==> src/rtl/sinv_pkg.sv <==
package sinv_pkg;
  typedef enum logic [1:0] {
    TX_UNLINK = 2'd0,
    TX_INTENT = 2'd1,
    TX_INVAL  = 2'd2
  } tx_kind_e;

  typedef enum logic [1:0] {
    RX_UNLINK_DONE = 2'd0,
    RX_HEAD        = 2'd1,
    RX_INV_ACK     = 2'd2
  } rx_kind_e;

  typedef enum logic [2:0] {
    ST_IDLE,
    ST_UNLINK_TX,
    ST_UNLINK_WT,
    ST_INTENT_TX,
    ST_INTENT_WT,
    ST_INV_TX,
    ST_INV_WT,
    ST_GRANT
  } st_e;
endpackage

==> src/rtl/sinv_walk_fsm.sv <==
module sinv_walk_fsm
  import sinv_pkg::*;
(
  input  logic clk_i,
  input  logic rst_ni,
  input  logic start_i,
  input  logic unlink_i,
  input  logic rsp_ok_i,
  input  logic nxt_null_i,
  output st_e  st_o
);
  st_e st_q, st_d;

  always_comb begin
    st_d = st_q;
    unique case (st_q)
      ST_IDLE:      if (start_i) st_d = unlink_i ? ST_UNLINK_TX : ST_INTENT_TX;
      ST_UNLINK_TX: st_d = ST_UNLINK_WT;
      ST_UNLINK_WT: if (rsp_ok_i) st_d = ST_INTENT_TX;
      ST_INTENT_TX: st_d = ST_INTENT_WT;
      ST_INTENT_WT: if (rsp_ok_i) st_d = nxt_null_i ? ST_GRANT : ST_INV_TX;
      ST_INV_TX:    st_d = ST_INV_WT;
      ST_INV_WT:    if (rsp_ok_i) st_d = nxt_null_i ? ST_GRANT : ST_INV_TX;
      ST_GRANT:     st_d = ST_IDLE;
      default:      st_d = ST_IDLE;
    endcase
  end

  always_ff @(posedge clk_i or negedge rst_ni) begin
    if (!rst_ni) st_q <= ST_IDLE;
    else         st_q <= st_d;
  end

  assign st_o = st_q;
endmodule

==> src/rtl/sinv_target_trk.sv <==
module sinv_target_trk
  import sinv_pkg::*;
#(
  parameter int NODE_W   = 4,
  parameter int ADDR_W   = 16,
  parameter int NODE_ID  = 3,
  parameter int MEM_NODE = 14
) (
  input  logic              clk_i,
  input  logic              rst_ni,
  input  st_e               st_i,
  input  logic              start_i,
  input  logic              sharer_i,
  input  logic [NODE_W-1:0] pred_i,
  input  logic [NODE_W-1:0] next_i,
  input  logic [ADDR_W-1:0] line_i,
  input  logic              rx_valid_i,
  input  logic [1:0]        rx_type_i,
  input  logic [NODE_W-1:0] rx_src_i,
  input  logic [NODE_W-1:0] rx_ptr_i,
  output logic              unlink_o,
  output logic              rsp_ok_o,
  output logic              nxt_null_o,
  output logic [NODE_W-1:0] pred_o,
  output logic [NODE_W-1:0] tgt_o,
  output logic [ADDR_W-1:0] line_o,
  output logic              err_o
);
  localparam logic [NODE_W-1:0] NULL_ID = {NODE_W{1'b1}};
  localparam logic [NODE_W-1:0] SELF_ID = NODE_W'(NODE_ID);
  localparam logic [NODE_W-1:0] MEM_ID  = NODE_W'(MEM_NODE);

  logic [NODE_W-1:0] pred_q, next_q, tgt_q, exp_src, resolved;
  logic [ADDR_W-1:0] line_q;
  rx_kind_e          exp_type;
  logic              waiting, err_q;

  assign unlink_o = sharer_i && (pred_i != NULL_ID);

  always_comb begin
    waiting  = 1'b1;
    exp_type = RX_INV_ACK;
    exp_src  = tgt_q;
    unique case (st_i)
      ST_UNLINK_WT: begin exp_type = RX_UNLINK_DONE; exp_src = pred_q; end
      ST_INTENT_WT: begin exp_type = RX_HEAD;        exp_src = MEM_ID; end
      ST_INV_WT:    ;
      default:      waiting = 1'b0;
    endcase
  end

  assign rsp_ok_o = rx_valid_i && waiting && (rx_type_i == exp_type) && (rx_src_i == exp_src);

  // requester was already head: memory returns our own id, walk starts at our next
  assign resolved   = (st_i == ST_INTENT_WT && rx_ptr_i == SELF_ID) ? next_q : rx_ptr_i;
  assign nxt_null_o = (resolved == NULL_ID);

  always_ff @(posedge clk_i or negedge rst_ni) begin
    if (!rst_ni) begin
      pred_q <= NULL_ID;
      next_q <= NULL_ID;
      tgt_q  <= NULL_ID;
      line_q <= '0;
      err_q  <= 1'b0;
    end else begin
      err_q <= rx_valid_i && !rsp_ok_o;
      if (start_i) begin
        pred_q <= pred_i;
        next_q <= next_i;
        line_q <= line_i;
      end
      if (rsp_ok_o && st_i != ST_UNLINK_WT) tgt_q <= resolved;
    end
  end

  assign pred_o = pred_q;
  assign tgt_o  = tgt_q;
  assign line_o = line_q;
  assign err_o  = err_q;
endmodule

==> src/rtl/sinv_tx_fmt.sv <==
module sinv_tx_fmt
  import sinv_pkg::*;
#(
  parameter int NODE_W   = 4,
  parameter int NODE_ID  = 3,
  parameter int MEM_NODE = 14
) (
  input  st_e               st_i,
  input  logic [NODE_W-1:0] pred_i,
  input  logic [NODE_W-1:0] next_i,
  input  logic [NODE_W-1:0] tgt_i,
  output logic              valid_o,
  output logic [1:0]        type_o,
  output logic [NODE_W-1:0] dst_o,
  output logic [NODE_W-1:0] ptr_o
);
  always_comb begin
    valid_o = 1'b0;
    type_o  = TX_UNLINK;
    dst_o   = '0;
    ptr_o   = '0;
    unique case (st_i)
      ST_UNLINK_TX: begin
        valid_o = 1'b1; type_o = TX_UNLINK; dst_o = pred_i; ptr_o = next_i;
      end
      ST_INTENT_TX: begin
        valid_o = 1'b1; type_o = TX_INTENT; dst_o = NODE_W'(MEM_NODE); ptr_o = NODE_W'(NODE_ID);
      end
      ST_INV_TX: begin
        valid_o = 1'b1; type_o = TX_INVAL; dst_o = tgt_i; ptr_o = NODE_W'(NODE_ID);
      end
      default: ;
    endcase
  end
endmodule

==> src/rtl/sinv_seq.sv <==
module sinv_seq
  import sinv_pkg::*;
#(
  parameter int NODE_W   = 4,
  parameter int ADDR_W   = 16,
  parameter int NODE_ID  = 3,
  parameter int MEM_NODE = 14
) (
  input  logic              clk_i,
  input  logic              rst_ni,
  input  logic              wr_req_i,
  input  logic [ADDR_W-1:0] wr_line_i,
  input  logic              is_sharer_i,
  input  logic [NODE_W-1:0] pred_i,
  input  logic [NODE_W-1:0] own_next_i,
  output logic              busy_o,
  output logic              grant_o,
  output logic              proto_err_o,
  output logic              tx_valid_o,
  output logic [1:0]        tx_type_o,
  output logic [NODE_W-1:0] tx_dst_o,
  output logic [NODE_W-1:0] tx_ptr_o,
  output logic [ADDR_W-1:0] tx_line_o,
  input  logic              rx_valid_i,
  input  logic [1:0]        rx_type_i,
  input  logic [NODE_W-1:0] rx_src_i,
  input  logic [NODE_W-1:0] rx_ptr_i
);
  st_e               st;
  logic              start, unlink, rsp_ok, nxt_null;
  logic [NODE_W-1:0] pred_q, tgt_q;

  assign start = wr_req_i && (st == ST_IDLE);

  sinv_walk_fsm u_fsm (
    .clk_i      (clk_i),
    .rst_ni     (rst_ni),
    .start_i    (start),
    .unlink_i   (unlink),
    .rsp_ok_i   (rsp_ok),
    .nxt_null_i (nxt_null),
    .st_o       (st)
  );

  logic [NODE_W-1:0] next_unused;
  assign next_unused = own_next_i;

  sinv_target_trk #(
    .NODE_W(NODE_W), .ADDR_W(ADDR_W), .NODE_ID(NODE_ID), .MEM_NODE(MEM_NODE)
  ) u_trk (
    .clk_i      (clk_i),
    .rst_ni     (rst_ni),
    .st_i       (st),
    .start_i    (start),
    .sharer_i   (is_sharer_i),
    .pred_i     (pred_i),
    .next_i     (next_unused),
    .line_i     (wr_line_i),
    .rx_valid_i (rx_valid_i),
    .rx_type_i  (rx_type_i),
    .rx_src_i   (rx_src_i),
    .rx_ptr_i   (rx_ptr_i),
    .unlink_o   (unlink),
    .rsp_ok_o   (rsp_ok),
    .nxt_null_o (nxt_null),
    .pred_o     (pred_q),
    .tgt_o      (tgt_q),
    .line_o     (tx_line_o),
    .err_o      (proto_err_o)
  );

  logic [NODE_W-1:0] next_cap_q;
  always_ff @(posedge clk_i or negedge rst_ni) begin
    if (!rst_ni)    next_cap_q <= '1;
    else if (start) next_cap_q <= own_next_i;
  end

  sinv_tx_fmt #(
    .NODE_W(NODE_W), .NODE_ID(NODE_ID), .MEM_NODE(MEM_NODE)
  ) u_fmt (
    .st_i    (st),
    .pred_i  (pred_q),
    .next_i  (next_cap_q),
    .tgt_i   (tgt_q),
    .valid_o (tx_valid_o),
    .type_o  (tx_type_o),
    .dst_o   (tx_dst_o),
    .ptr_o   (tx_ptr_o)
  );

  assign busy_o  = (st != ST_IDLE);
  assign grant_o = (st == ST_GRANT);
endmodule

==> config.mk <==
export PLATFORM = sky130hd
export DESIGN_NAME = sinv_seq
export DESIGN_NICKNAME = d
export VERILOG_FILES = /design/src/rtl/sinv_pkg.sv /design/src/rtl/sinv_walk_fsm.sv /design/src/rtl/sinv_target_trk.sv /design/src/rtl/sinv_tx_fmt.sv /design/src/rtl/sinv_seq.sv
export SDC_FILE = /design/constraint.sdc
export NUM_CORES = 1
export LEC_CHECK = 0
export BUFFER_PORTS_ARGS = -buffer_cell sky130_fd_sc_hd__buf_2
export CAP_MARGIN = 20
export CORE_UTILIZATION = 40
export CTS_BUF_LIST = sky130_fd_sc_hd__clkbuf_8
export DETAILED_ROUTE_END_ITERATION = 8
export PLACE_DENSITY = 0.74
export SLEW_MARGIN = 10
export SYNTH_ARGS = -nofsm -noshare
export SYNTH_HDL_FRONTEND = slang
export SYNTH_SLANG_ARGS = --single-unit
export TNS_END_PERCENT = 50
==> constraint.sdc <==
create_clock -name clk_i -period 5.8 [get_ports clk_i]
set_input_delay 0.58 -clock clk_i [delete_from_list [all_inputs] [get_ports clk_i]]
set_output_delay 0.58 -clock clk_i [all_outputs]
set_load 0.005 [all_outputs]
==> out/metrics.csv, run 1 <==
metric,value,unit
status,finished clean,
ys_seq_area_share,47.6,%
die_area,0.00455,mm^2
relSlewSlack,49.9,%
synthMuxAreaShare,18.2,%
num_io_pins,69,
ys_async_sr_fraction,100,%
crit_type,reg2reg,
synth_edf_count,0,
final_area,0.00217,mm^2
place_inst,265,
synth-simple-area-share,17.2,%
numCtsBuffers,5,
fin_crit_sh,46.0,%
swShare,33.7,%
grt_pass1_wl,5.92,mm
critPathMaxFanout,26,
ir_drop,207,uV
switchingPower,0.311,mW
synth_xor_xnor_area_share,3.07,%
maxUsedRoutingLayer,met4,
start_util,42.2,%
comb_power_share,36.3,%
period_minus_slack,2670,ps
n_antenna_cell,0,
synth_seq_cells,32,
grt_overflow_total,0,
met2_wirelength,1.68,mm
drt_iter0_drc,75,
drt_wl_total,3.68,mm
synth_warnings,0,
start_kind,flop,
crit_required,6000,ps
final_cells,273,
synth-main-ff-cell,dfrtp_1,
first_pass_iters,4,
numPortBuffers,68,
die_w,67.5,um
pwr-share-clk,16.8,%
gp_congestion,0.804,
fmax,375,MHz
syn_area_per_cell,11.1,um^2
synth.distinct_cells,41,
tightest_slew,752,ps
grt_pass1_vias,1266,
cts.clk_slew.worst_paths,70,ps
cts_tree,built,
yosys.area_share.adder,0,%
num_vias,1408,
drc,0,
viasPerCell,5.16,
rows,23,
dpl_worst_slack,3200,ps
crit_path_end_kind,flop,
antenna_found_initial,0,
syn_area,0.00171,mm^2
grt_setup_unrepaired,no,
drv_slew,0,
finalSetupTns,0,ps
dpl_cell_area,0.00209,mm^2
ant_nets,0,
fillers,374,
dp_hpwl,2.72,mm
clock_latency,280,ps
nNetsFinal,261,
syn_inst,155,
power.sequential.fraction,46.9,%
core-area,0.00406,mm^2
grt_usage,17.9,%
hold_viol_final,0,
synth_compound_area_share,10.1,%
post_route_cells_drive_above_1_share,51.6,%
grt_start_max_net_pins,33,
area_growth,26.6,%
postCtsResizedCells,0,
cellInternalPower,0.613,mW
synth_top_family_by_area,multiplexers,
cts-root-buf,clkbuf_8,
die_h,67.5,um
cts.path.max_buffers,2,
wl_per_cell,13.5,um
fin_hold_ws,347,ps
wl_met1,1.71,mm
crit_arrival,2860,ps
cts_setup_buffers,0,
fin_skew,6.59,ps
setup_viol,0,
cts.sinks,32,
synth.net_count,194,
maxCapViolCount,0,
hold_buffers,0,
p_leak,1.05,nW
fin_ws,3130,ps
cellPowerDensity,426,mW/mm^2
cts.htree.levels,2,
hp-class,in2async,
met3_length,248,um
==> critical path: stages (launching register included) <==
cell and delay [ps]:
dfrtp_1 830, nor2b_1 500, a32oi_1 170, nor3b_1 250, nand3_2 180, a211oi_4 300, mux2_1 360
==> path summary, 6_finish.rpt <==
kind	from	to	slack [ps]	cells past startpoint
setup / recovery	u_fsm.st_o[2]	u_trk.tgt_o[2]	3130	6
hold / removal	rst_ni	u_trk.line_o[13]	350	1
setup reg to reg	u_fsm.st_o[2]	u_trk.tgt_o[2]	3130	6
hold reg to reg	u_trk.tgt_o[1]	u_trk.tgt_o[1]	490	2
max in group asynchronous	rst_ni	u_fsm.st_o[2]	5000	1
min in group clk_i	u_trk.tgt_o[1]	u_trk.tgt_o[1]	490	2
==> Yosys cell counts, types with 4 or more instances <==
library cell	number	share of area (%)
nor2_1	11	2.4
inv_1	6	1.3
nor3_1	4	1.2
dfstp_2	12	18
o21ai_0	7	2.0
o211ai_1	4	1.8
clkbuf_1	5	1.1
mux2_2	23	15
and2_1	4	1.5
dfrtp_1	20	29
nand2_1	10	2.2
==> cell type report <==
| class | count | area (um^2) | area share [%] |
|---|---|---|---|
| Multi-Input combinational cell | 108 | 833 | 38.4 |
| Sequential cell | 32 | 816 | 37.6 |
| Timing Repair Buffer | 69 | 355 | 16.4 |
| Clock buffer | 5 | 68.8 | 3.17 |
| Tap cell | 50 | 62.6 | 2.88 |
| Clock inverter | 3 | 12.5 | 0.576 |
| Inverter | 6 | 22.5 | 1.04 |
==> sequential cells by signal, summed over array words and instances, names as in the netlist <==
signal / count
u_trk.err_o: 1
u_trk.line_o: 16
u_trk.pred_o: 4
u_fsm.st_o: 3
u_trk.next_q: 4
u_trk.tgt_o: 4
==> power groups by stage <==
stage               clock network (mW)  logic, mW  registers, mW
detailed placement                   0      0.339          0.436
global placement                     0      0.333          0.434
global route                     0.172      0.374          0.451
finish                           0.155      0.335          0.434
CTS                              0.160      0.340          0.434
floorplan                            0      0.262          0.393
==> per-stage QoR <==
step                power [mW]  utilization [%]
floorplan                0.655                -
global placement         0.767             51.1
detailed placement       0.775             51.5
CTS                      0.935             53.5
global route             0.998             53.5
finish                   0.924             53.5
==> per-layer routing <==
layer,vias up,global-route usage (%)
met5,-,0
met4,0,5.59
met3,6,5.91
met2,47,28.0
met1,674,23.2
li1,681,-
==> kinds of logic (layout without fill, tap and decap cells) <==
group | count (synthesis) | count (layout)
and+or+nand+nor | 52 | 52
xor gates and xnor gates | 6 | 6
buffers and inverters | 15 | 83
muxes | 28 | 28
AOI/OAI and AO/OA | 22 | 22
DFF | 32 | 32
==> layout by cell type, fill, tap and decap left out, types with 4 or more instances in the layout <==
cell      netlist  final
o211ai_1        4      4
dfrtp_1        20     20
dfstp_2        12     12
clkbuf_8        0      5
o21ai_0         7      7
inv_1           6      8
nor2_1         11     10
buf_2           3     68
nor3_1          4      4
mux2_2         23     23
and2_1          4      4
nand2_1        10     10
Power figures use the tool's default switching activity.
==> inputs of run 2 (changes only) <==
Clock period 5.8 ns to 2.7 ns, I/O delays scaled along.
==> run 2 against run 1 <==
Net effect:
- clock power increased by 120%
- clock-buffer cell count unchanged
- power grew 120%
- first-iteration DRC count fell by 2.7%
- highest routed layer unchanged
==> out/metrics.csv, run 2 (synthesized netlist as in run 1, its figures left out) <==
metric,value,unit,change
ir_drop,535,uV,+160%
postCtsResizedCells,0,,unchanged
status,finished clean,,
grt_pass1_wl,6.49,mm,+9.7%
clock_latency,280,ps,about the same
fin_ws,373,ps,-2760 ps
gp_congestion,0.827,,+2.8%
crit_path_end_kind,flop,,
cts.htree.levels,2,,unchanged
start_kind,flop,,
layout_common_cells,"68 x buf_2, 23 x mux2_2, 20 x dfrtp_1",,
cts-root-buf,clkbuf_8,,
area_growth,28.0,%,
fin_skew,5.60,ps,-0.984 ps
finalSetupTns,0,ps,unchanged
fin_crit_sh,86.2,%,+40 points
cellPowerDensity,920,mW/mm^2,+120%
hold_viol_final,0,,unchanged
tightest_slew,707,ps,-45.0 ps
drc,0,,unchanged
grt_setup_unrepaired,no,,
critPathMaxFanout,15,,-42%
core-area,0.00406,mm^2,unchanged
p_leak,1.07,nW,+1.7%
grt_overflow_total,0,,unchanged
num_vias,1440,,+2.3%
rows,23,,unchanged
cts.sinks,32,,unchanged
setup_viol,0,,unchanged
cts.clk_slew.worst_paths,60,ps,about the same
drv_slew,0,,unchanged
viasPerCell,5.20,,+0.80%
grt_usage,19.5,%,+1.6 points
first_pass_iters,4,,unchanged
antenna_found_initial,0,,unchanged
hp-class,in2async,,
period_minus_slack,2330,ps,-340 ps
final_util,54.1,%,+0.56 points
hold_buffers,0,,unchanged
nNetsFinal,265,,+1.5%
crit_required,2900,ps,-3100 ps
dpl_worst_slack,386,ps,-2810 ps
numPortBuffers,68,,unchanged
num_io_pins,69,,unchanged
fmax,430,MHz,+15%
maxCapViolCount,0,,unchanged
drt_wl_total,3.82,mm,+3.8%
cts_tree,built,,
grt_pass1_vias,1438,,+14%
dp_hpwl,2.91,mm,+6.8%
post_route_cells_drive_above_1_share,52.4,%,+0.85 points
largest_register_ff_count,16,,unchanged
cts_setup_buffers,0,,unchanged
multi_input_area,833,um^2,unchanged
n_antenna_cell,0,,unchanged
drt_iter0_drc,73,,-2.7%
numCtsBuffers,5,,unchanged
layout_commonest_cell,buf_2,,
die_h,67.5,um,unchanged
seqCellArea,816,um^2,unchanged
wl_per_cell,13.8,um,+2.3%
crit_arrival,2530,ps,-330 ps
grt_start_max_net_pins,33,,unchanged
relSlewSlack,52.9,%,+3.0 points
die_w,67.5,um,unchanged
cts.path.max_buffers,2,,unchanged
die_area,0.00455,mm^2,unchanged
fillers,373,,-0.27%
start_util,42.2,%,unchanged
crit_type,reg2reg,,
ant_nets,0,,unchanged
==> run 2: layout make-up <==
class,instances,area share [%]
Multi-Input combinational cell,108,38.0
Tap cell,50,2.85
Clock buffer,5,3.14
Clock inverter,3,0.570
Inverter,6,1.03
Sequential cell,32,37.2
Timing Repair Buffer,73,17.2
==> run 2: worst paths after layout <==
kind / slack (ps) / from / endpoint / depth (start not counted)
worst max register to register: 370 / u_fsm.st_o[2] / u_trk.tgt_o[2] / 7
min in group clk_i: 200 / own_next_i[2] / u_trk.next_q[2] / 3
max in group asynchronous: 2200 / rst_ni / u_fsm.st_o[2] / 1
worst min register to register: 490 / u_trk.tgt_o[1] / u_trk.tgt_o[1] / 2
worst max-delay path: 370 / u_fsm.st_o[2] / u_trk.tgt_o[2] / 7
worst min-delay path: 40 / rst_ni / u_trk.err_o / 1
==> run 2: per-layer routing <==
layer	wire length [um]	GRT usage, %
met1	1560	24.1
met2	1900	31.6
met3	286	5.57
met4	72	8.24
met5	0	0
==> run 2: critical path, cell delays in order (launching register included) <==
cell and delay (ps):
dfrtp_1 590, buf_4 260, nor2b_1 200, a32oi_1 120
nor3b_1 230, nand3_2 170, a211oi_4 300, mux2_1 360
==> run 2: per-stage QoR <==
| step | hold slack (ps) | cells | instance area, um^2 | power, mW |
|---|---|---|---|---|
| 2_1_floorplan | -25.6 | 155 | 1710 | 1.41 |
| 3_3_place_gp | 355 | 269 | 2110 | 1.67 |
| 3_5_place_dp | 350 | 269 | 2110 | 1.70 |
| 4_1_cts | 48.6 | 277 | 2190 | 2.04 |
| 5_1_grt | 98.4 | 277 | 2190 | 2.17 |
| 6_report | 38.2 | 277 | 2190 | 2.02 |
==> run 2: power by group <==
part           switching (mW)  internal [mW]  total (mW)
Clock                   0.161          0.173       0.334
Combinational           0.355          0.431       0.786
Sequential              0.166          0.731       0.897
==> inputs of run 3 (changes only) <==
Settings changed: ABC_AREA set to 1, CORE_MARGIN set to 4, SLEW_MARGIN 10 to unset.
==> run 3 against run 2 <==
Net effect:
- via count rose by 5.1%
- power rose by 17%
- first-iteration DRC count fell by 33%
- sequential share of layout area rose by 0.54 points
- sequential power barely moved
- global-route usage fell by 4.5 points
- final area fell by 1.4%
- core utilization fell by 0.39 points
- register-to-register slack improved by 390 ps
- synthesized cell count rose by 25%
==> out/metrics.csv, run 3 <==
metric,value,unit,change
grt_overflow_total,0,,unchanged
synth_top_family_by_area,simple AND/OR/NAND/NOR gates,,
critical_path.max_stage_delay,460,ps,-130 ps
cts_tree,built,,
area_growth,28.7,%,
viasPerCell,4.76,,-8.5%
numCtsBuffers,5,,unchanged
hp-class,in2async,,
numPortBuffers,68,,unchanged
pwr-share-clk,14.9,%,-1.7 points
clock_latency,290,ps,about the same
drv_slew,0,,unchanged
ir_drop,619,uV,+16%
fin_ws,761,ps,+388 ps
fmax,516,MHz,+20%
ys_async_sr_fraction,100,%,unchanged
switchingPower,0.911,mW,+34%
first_pass_iters,5,,+1
synth-main-ff-cell,dfrtp_1,,
dpl_worst_slack,748,ps,+362 ps
yosys-top-cells-count,"43 x nand2_1, 30 x inv_1, 20 x dfrtp_1, 17 x mux2_2, 17 x nor2_1",,
die_h,72.8,um,+7.9%
crit_type,reg2reg,,
drc,0,,unchanged
cts-root-buf,clkbuf_8,,
synth_seq_cells,32,,unchanged
ff2ff_path_depth,6,,-1
grt_usage,15.0,%,-4.5 points
ys_seq_area_share,48.5,%,+0.96 points
crit_required,2910,ps,about the same
ant_nets,0,,unchanged
nNetsFinal,306,,+15%
reg2reg_to,u_trk.next_q[3],,
synthMuxAreaShare,11.4,%,-6.8 points
syn_area_per_cell,8.66,um^2,-22%
synth_edf_count,0,,unchanged
cellInternalPower,1.45,mW,+8.3%
finalPower,2.36,mW,+17%
r2r_slack,760,ps,+390 ps
layout_commonest_cell,buf_2,,
grt_pass1_vias,1436,,-0.14%
fin_hold_ws,21.5,ps,-16.7 ps
n_antenna_cell,0,,unchanged
num_vias,1513,,+5.1%
worstReg2RegStart,u_fsm.st_o[1],,
cts.htree.levels,2,,unchanged
start_util,41.7,%,-0.54 points
swShare,38.7,%,+4.9 points
comb_power_share,47.1,%,+8.1 points
num_io_pins,69,,unchanged
rows,23,,unchanged
worstPathCellList,nor2_2 > nand2_1 > inv_1 > nand2_1 > buf_4 > a21oi_1,,
antenna_found_initial,0,,unchanged
crit_arrival,2140,ps,-390 ps
finalSetupTns,0,ps,unchanged
cpMostUsedCell,nand2_1,,
cts_setup_buffers,0,,unchanged
cts.sinks,32,,unchanged
crit_family,simple AND/OR/NAND/NOR gates,,
status,finished clean,,
grt_start_max_net_pins,33,,unchanged
grt_pass1_wl,6.13,mm,-5.6%
fin_skew,8.30,ps,+2.70 ps
yosys.area_share.adder,0,%,unchanged
tightest_slew,767,ps,+59.7 ps
period_minus_slack,1940,ps,-388 ps
synth_compound_area_share,6.48,%,-3.6 points
dp_hpwl,2.99,mm,+2.9%
wl_per_cell,11.9,um,-14%
synth.net_count,233,,+20%
yosys.area.top_type,dfrtp_1,,
relSlewSlack,48.8,%,-4.1 points
syn_area,0.00168,mm^2,-2.0%
crit_path_end_kind,flop,,
seqCellArea,816,um^2,unchanged
hold_buffers,0,,unchanged
drt_wl_total,3.78,mm,-1.1%
gp_congestion,0.805,,-2.6%
synth_warnings,0,,unchanged
yosysTopAreaCellShare,29.8,%,+0.59 points
core-area,0.00403,mm^2,-0.71%
multi_input_area,726,um^2,-13%
path_depth,6,,-1
largest_register_ff_count,16,,unchanged
post-synth-top-count-cell,nand2_1,,
cts.path.max_buffers,2,,unchanged
layout_common_cells,"68 x buf_2, 43 x nand2_1, 31 x inv_1",,
die_w,72.8,um,+7.9%
hold_viol_final,0,,unchanged
synth.distinct_cells,25,,-39%
postCtsResizedCells,0,,unchanged
power.sequential.fraction,38.0,%,-6.5 points
synth-simple-area-share,25.3,%,+8.2 points
synthTopCellsByArea,"dfrtp_1 30%, dfstp_2 19%, mux2_2 11%",,
cts.clk_slew.worst_paths,70,ps,about the same
fin_crit_sh,71.8,%,-14 points
drt_iter0_drc,49,,-33%
crit_start,u_fsm.st_o[1],,
setup_viol,0,,unchanged
cellPowerDensity,1090,mW/mm^2,+19%
critPathMaxFanout,20,,+5
grt_setup_unrepaired,no,,
die_area,0.00530,mm^2,+17%
endpoint,u_trk.next_q[3],,
synth_xor_xnor_area_share,0,%,-3.1 points
post_route_cells_drive_above_1_share,44.0,%,-8.4 points
start_kind,flop,,
critical_path_buf_inv_count,2,,+1
p_leak,1.20,nW,+12%
syn_inst,194,,+25%
maxCapViolCount,0,,unchanged
critPathSlowestCell,dfrtp_1,,
fillers,388,,+4.0%
-- run 3: cell count changes after synthesis, moves of 6 or more --
cell     change
mux2_2       -6
nand2_1     +33
a21oi_1      +8
nand3_1     +12
inv_1       +24
nor2_1       +6
-- run 3: power by group through the flow --
stage | clock network (mW) | registers (mW) | logic, mW
after floorplan | 0 | 0.901 | 0.708
after global placement | 0 | 0.898 | 1.09
after detailed placement | 0 | 0.902 | 1.12
after CTS | 0.360 | 0.897 | 1.12
after global routing | 0.382 | 0.928 | 1.25
final | 0.350 | 0.896 | 1.11
-- run 3: how the worst min path moves through the flow --
stage,start,cells past startpoint,end
after detailed placement,rst_ni,1,u_trk.line_o[1]
final,rst_ni,1,u_trk.line_o[4]
after floorplan,rst_ni,0,u_fsm.st_o[0]
after global placement,rst_ni,1,u_trk.line_o[0]
after CTS,rst_ni,1,u_trk.line_o[4]
after global routing,rst_ni,1,u_trk.line_o[4]
-- run 3: cell type report --
type	count	area share, %
well taps	50	2.89
repair buffers	69	16.1
clock inverters	3	0.752
clock buffers	5	3.18
multi-input cells	127	33.6
flip-flops and latches	32	37.7
inverters	32	5.79
-- run 3: cells by family after synthesis --
family / Yosys count
flip-flops: 32
buffers and inverters: 35
AND/OR/NAND/NOR: 91
multiplexers: 17
AO/OA/AOI/OAI: 19
-- run 3: metrics by stage --
stage / std cells / util [%] / instance area [um^2]
4_1_cts: 318 / 53.7 / 2160
2_1_floorplan: 194 / - / 1680
3_3_place_gp: 310 / 51.6 / 2080
6_report: 318 / 53.7 / 2160
3_5_place_dp: 310 / 51.6 / 2080
5_1_grt: 318 / 53.7 / 2160
-- run 3: per-layer routing --
| layer | vias to the layer above | routed length, um | global-route usage, % |
|---|---|---|---|
| met5 | - | 0 | 0 |
| met4 | 0 | 47 | 4.92 |
| met3 | 6 | 408 | 6.61 |
| met2 | 69 | 1670 | 23.9 |
| met1 | 672 | 1660 | 18.1 |
| li1 | 766 | - | - |
